`config.mk`:
```
export PLATFORM = sky130hd
export DESIGN_NAME = nor_op_sequencer
export DESIGN_NICKNAME = d
export VERILOG_FILES = /design/src/rtl/nor_seq_pkg.sv /design/src/rtl/nor_bus_cycle.sv /design/src/rtl/nor_poll_limit.sv /design/src/rtl/nor_status_decode.sv /design/src/rtl/nor_op_sequencer.sv
export SDC_FILE = /design/constraint.sdc
export NUM_CORES = 1
export LEC_CHECK = 0
export ABC_CLOCK_PERIOD_IN_PS = 2300
export BUFFER_PORTS_ARGS = -buffer_cell sky130_fd_sc_hd__buf_2
export CORE_UTILIZATION = 50
export CTS_CLUSTER_DIAMETER = 60
export DETAILED_ROUTE_END_ITERATION = 16
export PLACE_DENSITY_LB_ADDON = 0.05
export SYNTH_ARGS = -nofsm -noshare
export SYNTH_HDL_FRONTEND = slang
export SYNTH_HIERARCHICAL = 1
export SYNTH_SLANG_ARGS = --single-unit
```
`constraint.sdc`:
```
create_clock -name clk -period 2.3 [get_ports clk]
set_input_delay 0.115 -clock clk [delete_from_list [all_inputs] [get_ports clk]]
set_output_delay 0.115 -clock clk [all_outputs]
set_load 0.02 [all_outputs]
```
`src/rtl/nor_seq_pkg.sv`:
```
package nor_seq_pkg;

  localparam logic [2:0] OPC_ERASE_BLK  = 3'd0;
  localparam logic [2:0] OPC_ERASE_BANK = 3'd1;
  localparam logic [2:0] OPC_PROGRAM    = 3'd2;
  localparam logic [2:0] OPC_LOCK_SET   = 3'd3;
  localparam logic [2:0] OPC_LOCK_CLR   = 3'd4;

  localparam logic [2:0] RES_OK       = 3'd0;
  localparam logic [2:0] RES_SUPPLY   = 3'd1;
  localparam logic [2:0] RES_PROTECT  = 3'd2;
  localparam logic [2:0] RES_SEQUENCE = 3'd3;
  localparam logic [2:0] RES_ERASE    = 3'd4;
  localparam logic [2:0] RES_PROGRAM  = 3'd5;
  localparam logic [2:0] RES_TIMEOUT  = 3'd6;
  localparam logic [2:0] RES_BAD_OP   = 3'd7;

  localparam logic [7:0] BYTE_STATUS  = 8'h70;
  localparam logic [7:0] BYTE_CLEAR   = 8'h50;
  localparam logic [7:0] BYTE_ARRAY   = 8'hFF;
  localparam logic [7:0] BYTE_CONFIRM = 8'hD0;

  typedef enum logic [2:0] {
    SQ_IDLE, SQ_STAT_CMD, SQ_POLL_PRE, SQ_CMD_A, SQ_CMD_B,
    SQ_POLL_POST, SQ_CLEAR, SQ_ARRAY
  } seq_state_e;

  typedef enum logic [1:0] {BP_IDLE, BP_SETUP, BP_ACTIVE, BP_HOLD} bus_phase_e;

  function automatic logic [7:0] lead_byte(input logic [2:0] op);
    case (op)
      OPC_ERASE_BLK:  lead_byte = 8'h20;
      OPC_ERASE_BANK: lead_byte = 8'h30;
      OPC_PROGRAM:    lead_byte = 8'h40;
      default:        lead_byte = 8'h60;
    endcase
  endfunction

  function automatic logic [7:0] trail_byte(input logic [2:0] op);
    trail_byte = (op == OPC_LOCK_SET) ? 8'h01 : BYTE_CONFIRM;
  endfunction

endpackage

```
`src/rtl/nor_bus_cycle.sv`:
```
module nor_bus_cycle #(
  parameter int ADDR_W     = 21,
  parameter int DQ_W       = 16,
  parameter int WE_LOW_CYC = 3,
  parameter int RD_LOW_CYC = 2
) (
  input  logic              clk,
  input  logic              rst,
  input  logic              start,
  input  logic              is_write,
  input  logic [ADDR_W-1:0] addr_i,
  input  logic [DQ_W-1:0]   data_i,
  output logic              done,
  output logic [7:0]        rd_byte,
  output logic [ADDR_W-1:0] bus_addr,
  output logic [DQ_W-1:0]   bus_dq,
  output logic              bus_dq_oe,
  output logic              ce_n,
  output logic              we_n,
  output logic              oe_n,
  input  logic [7:0]        bus_lo_in
);
  import nor_seq_pkg::*;

  localparam int MAXC = (WE_LOW_CYC > RD_LOW_CYC) ? WE_LOW_CYC : RD_LOW_CYC;
  localparam int CW   = $clog2(MAXC + 1);
  localparam logic [CW-1:0] WE_LAST = CW'(WE_LOW_CYC - 1);
  localparam logic [CW-1:0] RD_LAST = CW'(RD_LOW_CYC - 1);

  bus_phase_e    phase;
  logic [CW-1:0] cnt;
  logic          wr_q;
  logic [CW-1:0] last;

  assign last = wr_q ? WE_LAST : RD_LAST;

  always_ff @(posedge clk) begin
    if (rst) begin
      phase     <= BP_IDLE;
      cnt       <= '0;
      wr_q      <= 1'b0;
      bus_addr  <= '0;
      bus_dq    <= '0;
      bus_dq_oe <= 1'b0;
      ce_n      <= 1'b1;
      we_n      <= 1'b1;
      oe_n      <= 1'b1;
      done      <= 1'b0;
      rd_byte   <= '0;
    end else begin
      done <= 1'b0;
      case (phase)
        BP_IDLE: if (start) begin
          bus_addr  <= addr_i;
          bus_dq    <= is_write ? data_i : '0;
          wr_q      <= is_write;
          bus_dq_oe <= is_write;
          ce_n      <= 1'b0;
          phase     <= BP_SETUP;
        end
        BP_SETUP: begin
          if (wr_q) we_n <= 1'b0;
          else      oe_n <= 1'b0;
          cnt   <= '0;
          phase <= BP_ACTIVE;
        end
        BP_ACTIVE: begin
          if (cnt == last) begin
            we_n  <= 1'b1;
            oe_n  <= 1'b1;
            if (!wr_q) rd_byte <= bus_lo_in;
            phase <= BP_HOLD;
          end else begin
            cnt <= cnt + 1'b1;
          end
        end
        default: begin
          ce_n      <= 1'b1;
          bus_dq_oe <= 1'b0;
          done      <= 1'b1;
          phase     <= BP_IDLE;
        end
      endcase
    end
  end
endmodule

```
`src/rtl/nor_poll_limit.sv`:
```
module nor_poll_limit #(
  parameter int MAX_POLLS = 8
) (
  input  logic clk,
  input  logic rst,
  input  logic clear,
  input  logic step,
  output logic at_limit
);
  localparam int PW = $clog2(MAX_POLLS + 1);
  localparam logic [PW-1:0] LAST = PW'(MAX_POLLS - 1);

  logic [PW-1:0] cnt;

  always_ff @(posedge clk) begin
    if (rst || clear) cnt <= '0;
    else if (step)    cnt <= cnt + 1'b1;
  end

  assign at_limit = (cnt == LAST);
endmodule

```
`src/rtl/nor_status_decode.sv`:
```
module nor_status_decode (
  input  logic [7:0] sr,
  output logic [2:0] code
);
  import nor_seq_pkg::*;

  always_comb begin
    if (sr[3])              code = RES_SUPPLY;
    else if (sr[1])         code = RES_PROTECT;
    else if (sr[5] && sr[4]) code = RES_SEQUENCE;
    else if (sr[5])         code = RES_ERASE;
    else if (sr[4])         code = RES_PROGRAM;
    else                    code = RES_OK;
  end
endmodule

```
`src/rtl/nor_op_sequencer.sv`:
```
module nor_op_sequencer #(
  parameter int ADDR_W     = 21,
  parameter int DQ_W       = 16,
  parameter int WE_LOW_CYC = 3,
  parameter int RD_LOW_CYC = 2,
  parameter int MAX_POLLS  = 8
) (
  input  logic              clk,
  input  logic              rst,
  input  logic              req_valid,
  output logic              req_ready,
  input  logic [2:0]        req_op,
  input  logic [ADDR_W-1:0] req_addr,
  input  logic [DQ_W-1:0]   req_data,
  output logic              res_valid,
  output logic [2:0]        res_code,
  output logic [ADDR_W-1:0] fl_addr,
  output logic [DQ_W-1:0]   fl_dq_out,
  output logic              fl_dq_oe,
  input  logic [7:0]        fl_dq_lo_in,
  output logic              fl_ce_n,
  output logic              fl_we_n,
  output logic              fl_oe_n
);
  import nor_seq_pkg::*;

  localparam int PAD = DQ_W - 8;

  seq_state_e        st;
  logic              pend;
  logic [2:0]        op_q;
  logic [ADDR_W-1:0] addr_q;
  logic [DQ_W-1:0]   data_q;
  logic [2:0]        err_q;
  logic              res_valid_q;
  logic [2:0]        res_code_q;

  logic              bus_start, bus_wr, bus_done;
  logic [DQ_W-1:0]   bus_wdata;
  logic [7:0]        bus_rbyte;
  logic              polling, poll_clear, poll_step, at_limit;
  logic [2:0]        dec_code;

  assign polling   = (st == SQ_POLL_PRE) || (st == SQ_POLL_POST);
  assign bus_start = (st != SQ_IDLE) && !pend;
  assign bus_wr    = !polling;

  always_comb begin
    case (st)
      SQ_STAT_CMD: bus_wdata = {{PAD{1'b0}}, BYTE_STATUS};
      SQ_CMD_A:    bus_wdata = {{PAD{1'b0}}, lead_byte(op_q)};
      SQ_CMD_B:    bus_wdata = (op_q == OPC_PROGRAM) ? data_q
                                                     : {{PAD{1'b0}}, trail_byte(op_q)};
      SQ_CLEAR:    bus_wdata = {{PAD{1'b0}}, BYTE_CLEAR};
      SQ_ARRAY:    bus_wdata = {{PAD{1'b0}}, BYTE_ARRAY};
      default:     bus_wdata = '0;
    endcase
  end

  assign poll_clear = bus_done && ((st == SQ_STAT_CMD) || (st == SQ_CMD_B));
  assign poll_step  = bus_done && polling && !bus_rbyte[7] && !at_limit;

  nor_bus_cycle #(
    .ADDR_W(ADDR_W), .DQ_W(DQ_W),
    .WE_LOW_CYC(WE_LOW_CYC), .RD_LOW_CYC(RD_LOW_CYC)
  ) u_bus (
    .clk(clk), .rst(rst),
    .start(bus_start), .is_write(bus_wr),
    .addr_i(addr_q), .data_i(bus_wdata),
    .done(bus_done), .rd_byte(bus_rbyte),
    .bus_addr(fl_addr), .bus_dq(fl_dq_out), .bus_dq_oe(fl_dq_oe),
    .ce_n(fl_ce_n), .we_n(fl_we_n), .oe_n(fl_oe_n),
    .bus_lo_in(fl_dq_lo_in)
  );

  nor_poll_limit #(.MAX_POLLS(MAX_POLLS)) u_poll (
    .clk(clk), .rst(rst), .clear(poll_clear), .step(poll_step), .at_limit(at_limit)
  );

  nor_status_decode u_dec (.sr(bus_rbyte), .code(dec_code));

  always_ff @(posedge clk) begin
    if (rst) begin
      st          <= SQ_IDLE;
      pend        <= 1'b0;
      op_q        <= '0;
      addr_q      <= '0;
      data_q      <= '0;
      err_q       <= RES_OK;
      res_valid_q <= 1'b0;
      res_code_q  <= RES_OK;
    end else begin
      res_valid_q <= 1'b0;
      if (bus_start) pend <= 1'b1;
      if (bus_done)  pend <= 1'b0;
      case (st)
        SQ_IDLE: if (req_valid) begin
          if (req_op > OPC_LOCK_CLR) begin
            res_valid_q <= 1'b1;
            res_code_q  <= RES_BAD_OP;
          end else begin
            op_q   <= req_op;
            addr_q <= req_addr;
            data_q <= req_data;
            err_q  <= RES_OK;
            st     <= SQ_STAT_CMD;
          end
        end
        SQ_STAT_CMD: if (bus_done) st <= SQ_POLL_PRE;
        SQ_POLL_PRE: if (bus_done) begin
          if (bus_rbyte[7]) st <= SQ_CMD_A;
          else if (at_limit) begin
            err_q <= RES_TIMEOUT;
            st    <= SQ_CLEAR;
          end
        end
        SQ_CMD_A: if (bus_done) st <= SQ_CMD_B;
        SQ_CMD_B: if (bus_done) st <= SQ_POLL_POST;
        SQ_POLL_POST: if (bus_done) begin
          if (bus_rbyte[7]) begin
            err_q <= dec_code;
            st    <= (dec_code == RES_OK) ? SQ_ARRAY : SQ_CLEAR;
          end else if (at_limit) begin
            err_q <= RES_TIMEOUT;
            st    <= SQ_CLEAR;
          end
        end
        SQ_CLEAR: if (bus_done) st <= SQ_ARRAY;
        default: if (bus_done) begin
          res_valid_q <= 1'b1;
          res_code_q  <= err_q;
          st          <= SQ_IDLE;
        end
      endcase
    end
  end

  assign req_ready = (st == SQ_IDLE);
  assign res_valid = res_valid_q;
  assign res_code  = res_code_q;
endmodule

```
==> flow_summary_export.csv <==
group,metric,value,unit
global_routing,grt_pass1_vias,3924,
routing,drtAntennaViolNets,0,
routing,viasPerCell,5.25,
sta,maxSlewHeadroom,0.578,
worst_setup_path,critPathLaunchType,"flop",
synth,synth_warnings,6,
routing,vias,4233,
worst_setup_path,slowest_stage,"dfxtp_1",
global_routing,grt_util_all_layers,0.232,
floorplanning,core,8810,sq um
place,port_buffers,93,
sta,min_period,1.98,ns
power,p_comb_frac,0.208,
cts,cts_tree,"done",
worst_setup_path,path_class,"flop to flop",
floorplanning,io_pins,97,
final_layout,utilization,0.646,
sta,tightest_slew,0.634,ns
worst_setup_path,r2r_slack,0.32,ns
power,switching_power,1.23,mW
synth,synth_nets,637,
routing,first_iter_violations,124,
worst_setup_path,cp_max_fo,16,
place,dp.cells,751,
floorplanning,rows,34,
power,swShare,0.312,
sta,fin_ws,0.319,ns
routing,remaining_drc_errors,14,
worst_setup_path,crit_path_end_kind,"flop",
routing,wl,10.7,mm
hold_path,whs_path_depth,3,
final_layout,nets,753,
worst_setup_path,required,2.58,ns
final_layout,drive_gt1_frac,0.189,
worst_setup_path,r2r_cells,6,
global_routing,grt_max_degree,62,
floorplanning,die_w,97.7,microns
cts,clkTransAtPathRegs,0.10,ns
sta,tns,0,ns
worst_setup_path,cp_data_arrival_time,2.26,ns
synth,syn_area,4580,sq um
place,dp_hpwl,6.82,mm
routing,wl_per_cell,13.3,microns
power,power_density,691,nW/um^2
sta,finClkSkew,0.0152,ns
floorplanning,dieHeight,97.7,microns
power,clkPwrFrac,0.274,
worst_setup_path,critPathMaxStageDelay,0.51,ns
final_layout,areaGrowthSynthToFinish,24.4,%
power,vdd_drop_max,0.000366,V
flow_run,cap_violations,0,
status,outcome,"finished with violations",
power,seq_power_share,0.517,
hold_path,min-delay-path-class,"input pin to flop",
cts,cts-root-buf,"clkbuf_8",
synth,synthCells,578,
power,p_leak,2.30,nW
routing,drt-pass1-iter-count,12,
sta,drv_slew,0,
cts,clock_path_buffers,2,
sta,setup_viol,0,
global_routing,grt_pass1_wl,18.2,mm
power,internal_power,2.71,mW
floorplanning,start_util,0.520,
global_routing,grt_overflow,0,
synth,syn_area_per_cell,7.92,sq um
status,violations,"design-rule violations",
cts,clock_sinks,107,
floorplanning,dieArea,9540,sq um
cts,h-tree-depth,3,
sta,layout_worst_path_cycle_share,0.861,
cts,numCtsBuffers,9,
cts,clock_latency,0.36,ns
place,pre_cts_ws,0.356,ns
sta,finalHoldViolations,0,
global_routing,antenna_found_initial,0,
final_layout,n_fill_cell,796,
worst_setup_path,crit_chain,"nor3_4 -> nor2_1 -> and2_1 -> buf_4 -> nand3_1 -> a21oi_1",
sta,rsz0062_at_grt,"false",
cts,postCtsResizedCells,0,
sta,fmax,505,MHz
place,gp_congestion,0.793,
sta,holdWs,0.0190,ns
final_layout,diodes,0,
final_layout,final_cell_count_no_fill,806,
==> sequential cells by signal, indices dropped and copies added (netlist names), 4 cells and up <==
name            cells
u_bus/bus_dq       16
u_bus/bus_addr     21
u_bus/rd_byte       5
u_poll/cnt          4
data_q             16
addr_q             21
==> final cells by class <==
cell class	instances	area (sq um)	share of cell area
multi-input combinational	416	2190	0.385
inverter	13	48.8	0.00857
sequential	107	2140	0.376
clock inverter	6	62.6	0.0110
tap	108	135	0.0237
clock buffer	9	124	0.0218
timing repair buffer	147	986	0.173
==> repair_timing <==
action | in CTS | in global routing
hold buffers | 40 | 0
endpoints found under the hold margin | 40 | 0
setup buffers | 0 | 0
==> worst paths after layout <==
check / startpoint / end
max: st[2] / u_bus/bus_dq[1]
min reg2reg: addr_q[0] / u_bus/bus_addr[0]
min: req_op[0] / op_q[0]
max reg2reg: st[2] / u_bus/bus_dq[1]
==> worst max-delay path: cells and delay by family (launching register included) <==
kind                   cells  cell delay, ns
AND/OR/NAND/NOR            4            0.90
flip-flops                 1            0.51
buffers and inverters      1            0.31
AO/OA/AOI/OAI              1            0.18
==> power by group through the flow <==
stage | combinational (mW) | sequential [mW] | clock [mW]
6_report | 0.820 | 2.03 | 1.08
5_1_grt | 0.913 | 2.05 | 1.20
2_1_floorplan | 0.533 | 2.09 | 0
3_3_place_gp | 0.748 | 2.07 | 0
4_1_cts | 0.820 | 2.03 | 1.12
3_5_place_dp | 0.763 | 2.08 | 0
==> routing by layer <==
layer	up-vias	wire length, microns	GRT usage
li1	2168	-	-
met1	1941	5120	0.311
met2	115	5060	0.385
met3	9	449	0.0424
met4	0	109	0.0594
met5	-	0	0
==> metrics by stage <==
step                power (mW)  area (sq um)
finish                    3.93          5690
global route              4.16          5690
CTS                       3.97          5690
floorplan                 2.63          4580
detailed placement        2.84          5110
global placement          2.82          5110
==> cells in the final DEF, fill, tap and decap left out, types with 3 or more instances in the layout <==
master         instances
a211oi_1               9
a21o_1                 6
a21oi_1               93
and2_1                10
and3_1                 5
buf_2                 92
buf_4                 14
clkbuf_8               9
clkinv_4               3
dfxtp_1              107
dlygate4sd3_1         40
ha_1                   8
inv_1                 12
mux2i_1                8
nand2_1              154
nand2b_1               4
nand3_1               20
nand3b_1               3
nor2_1                32
nor2b_1                5
nor3_1                 6
nor3b_1                3
o21ai_0               10
Power figures use the tool's default switching activity.
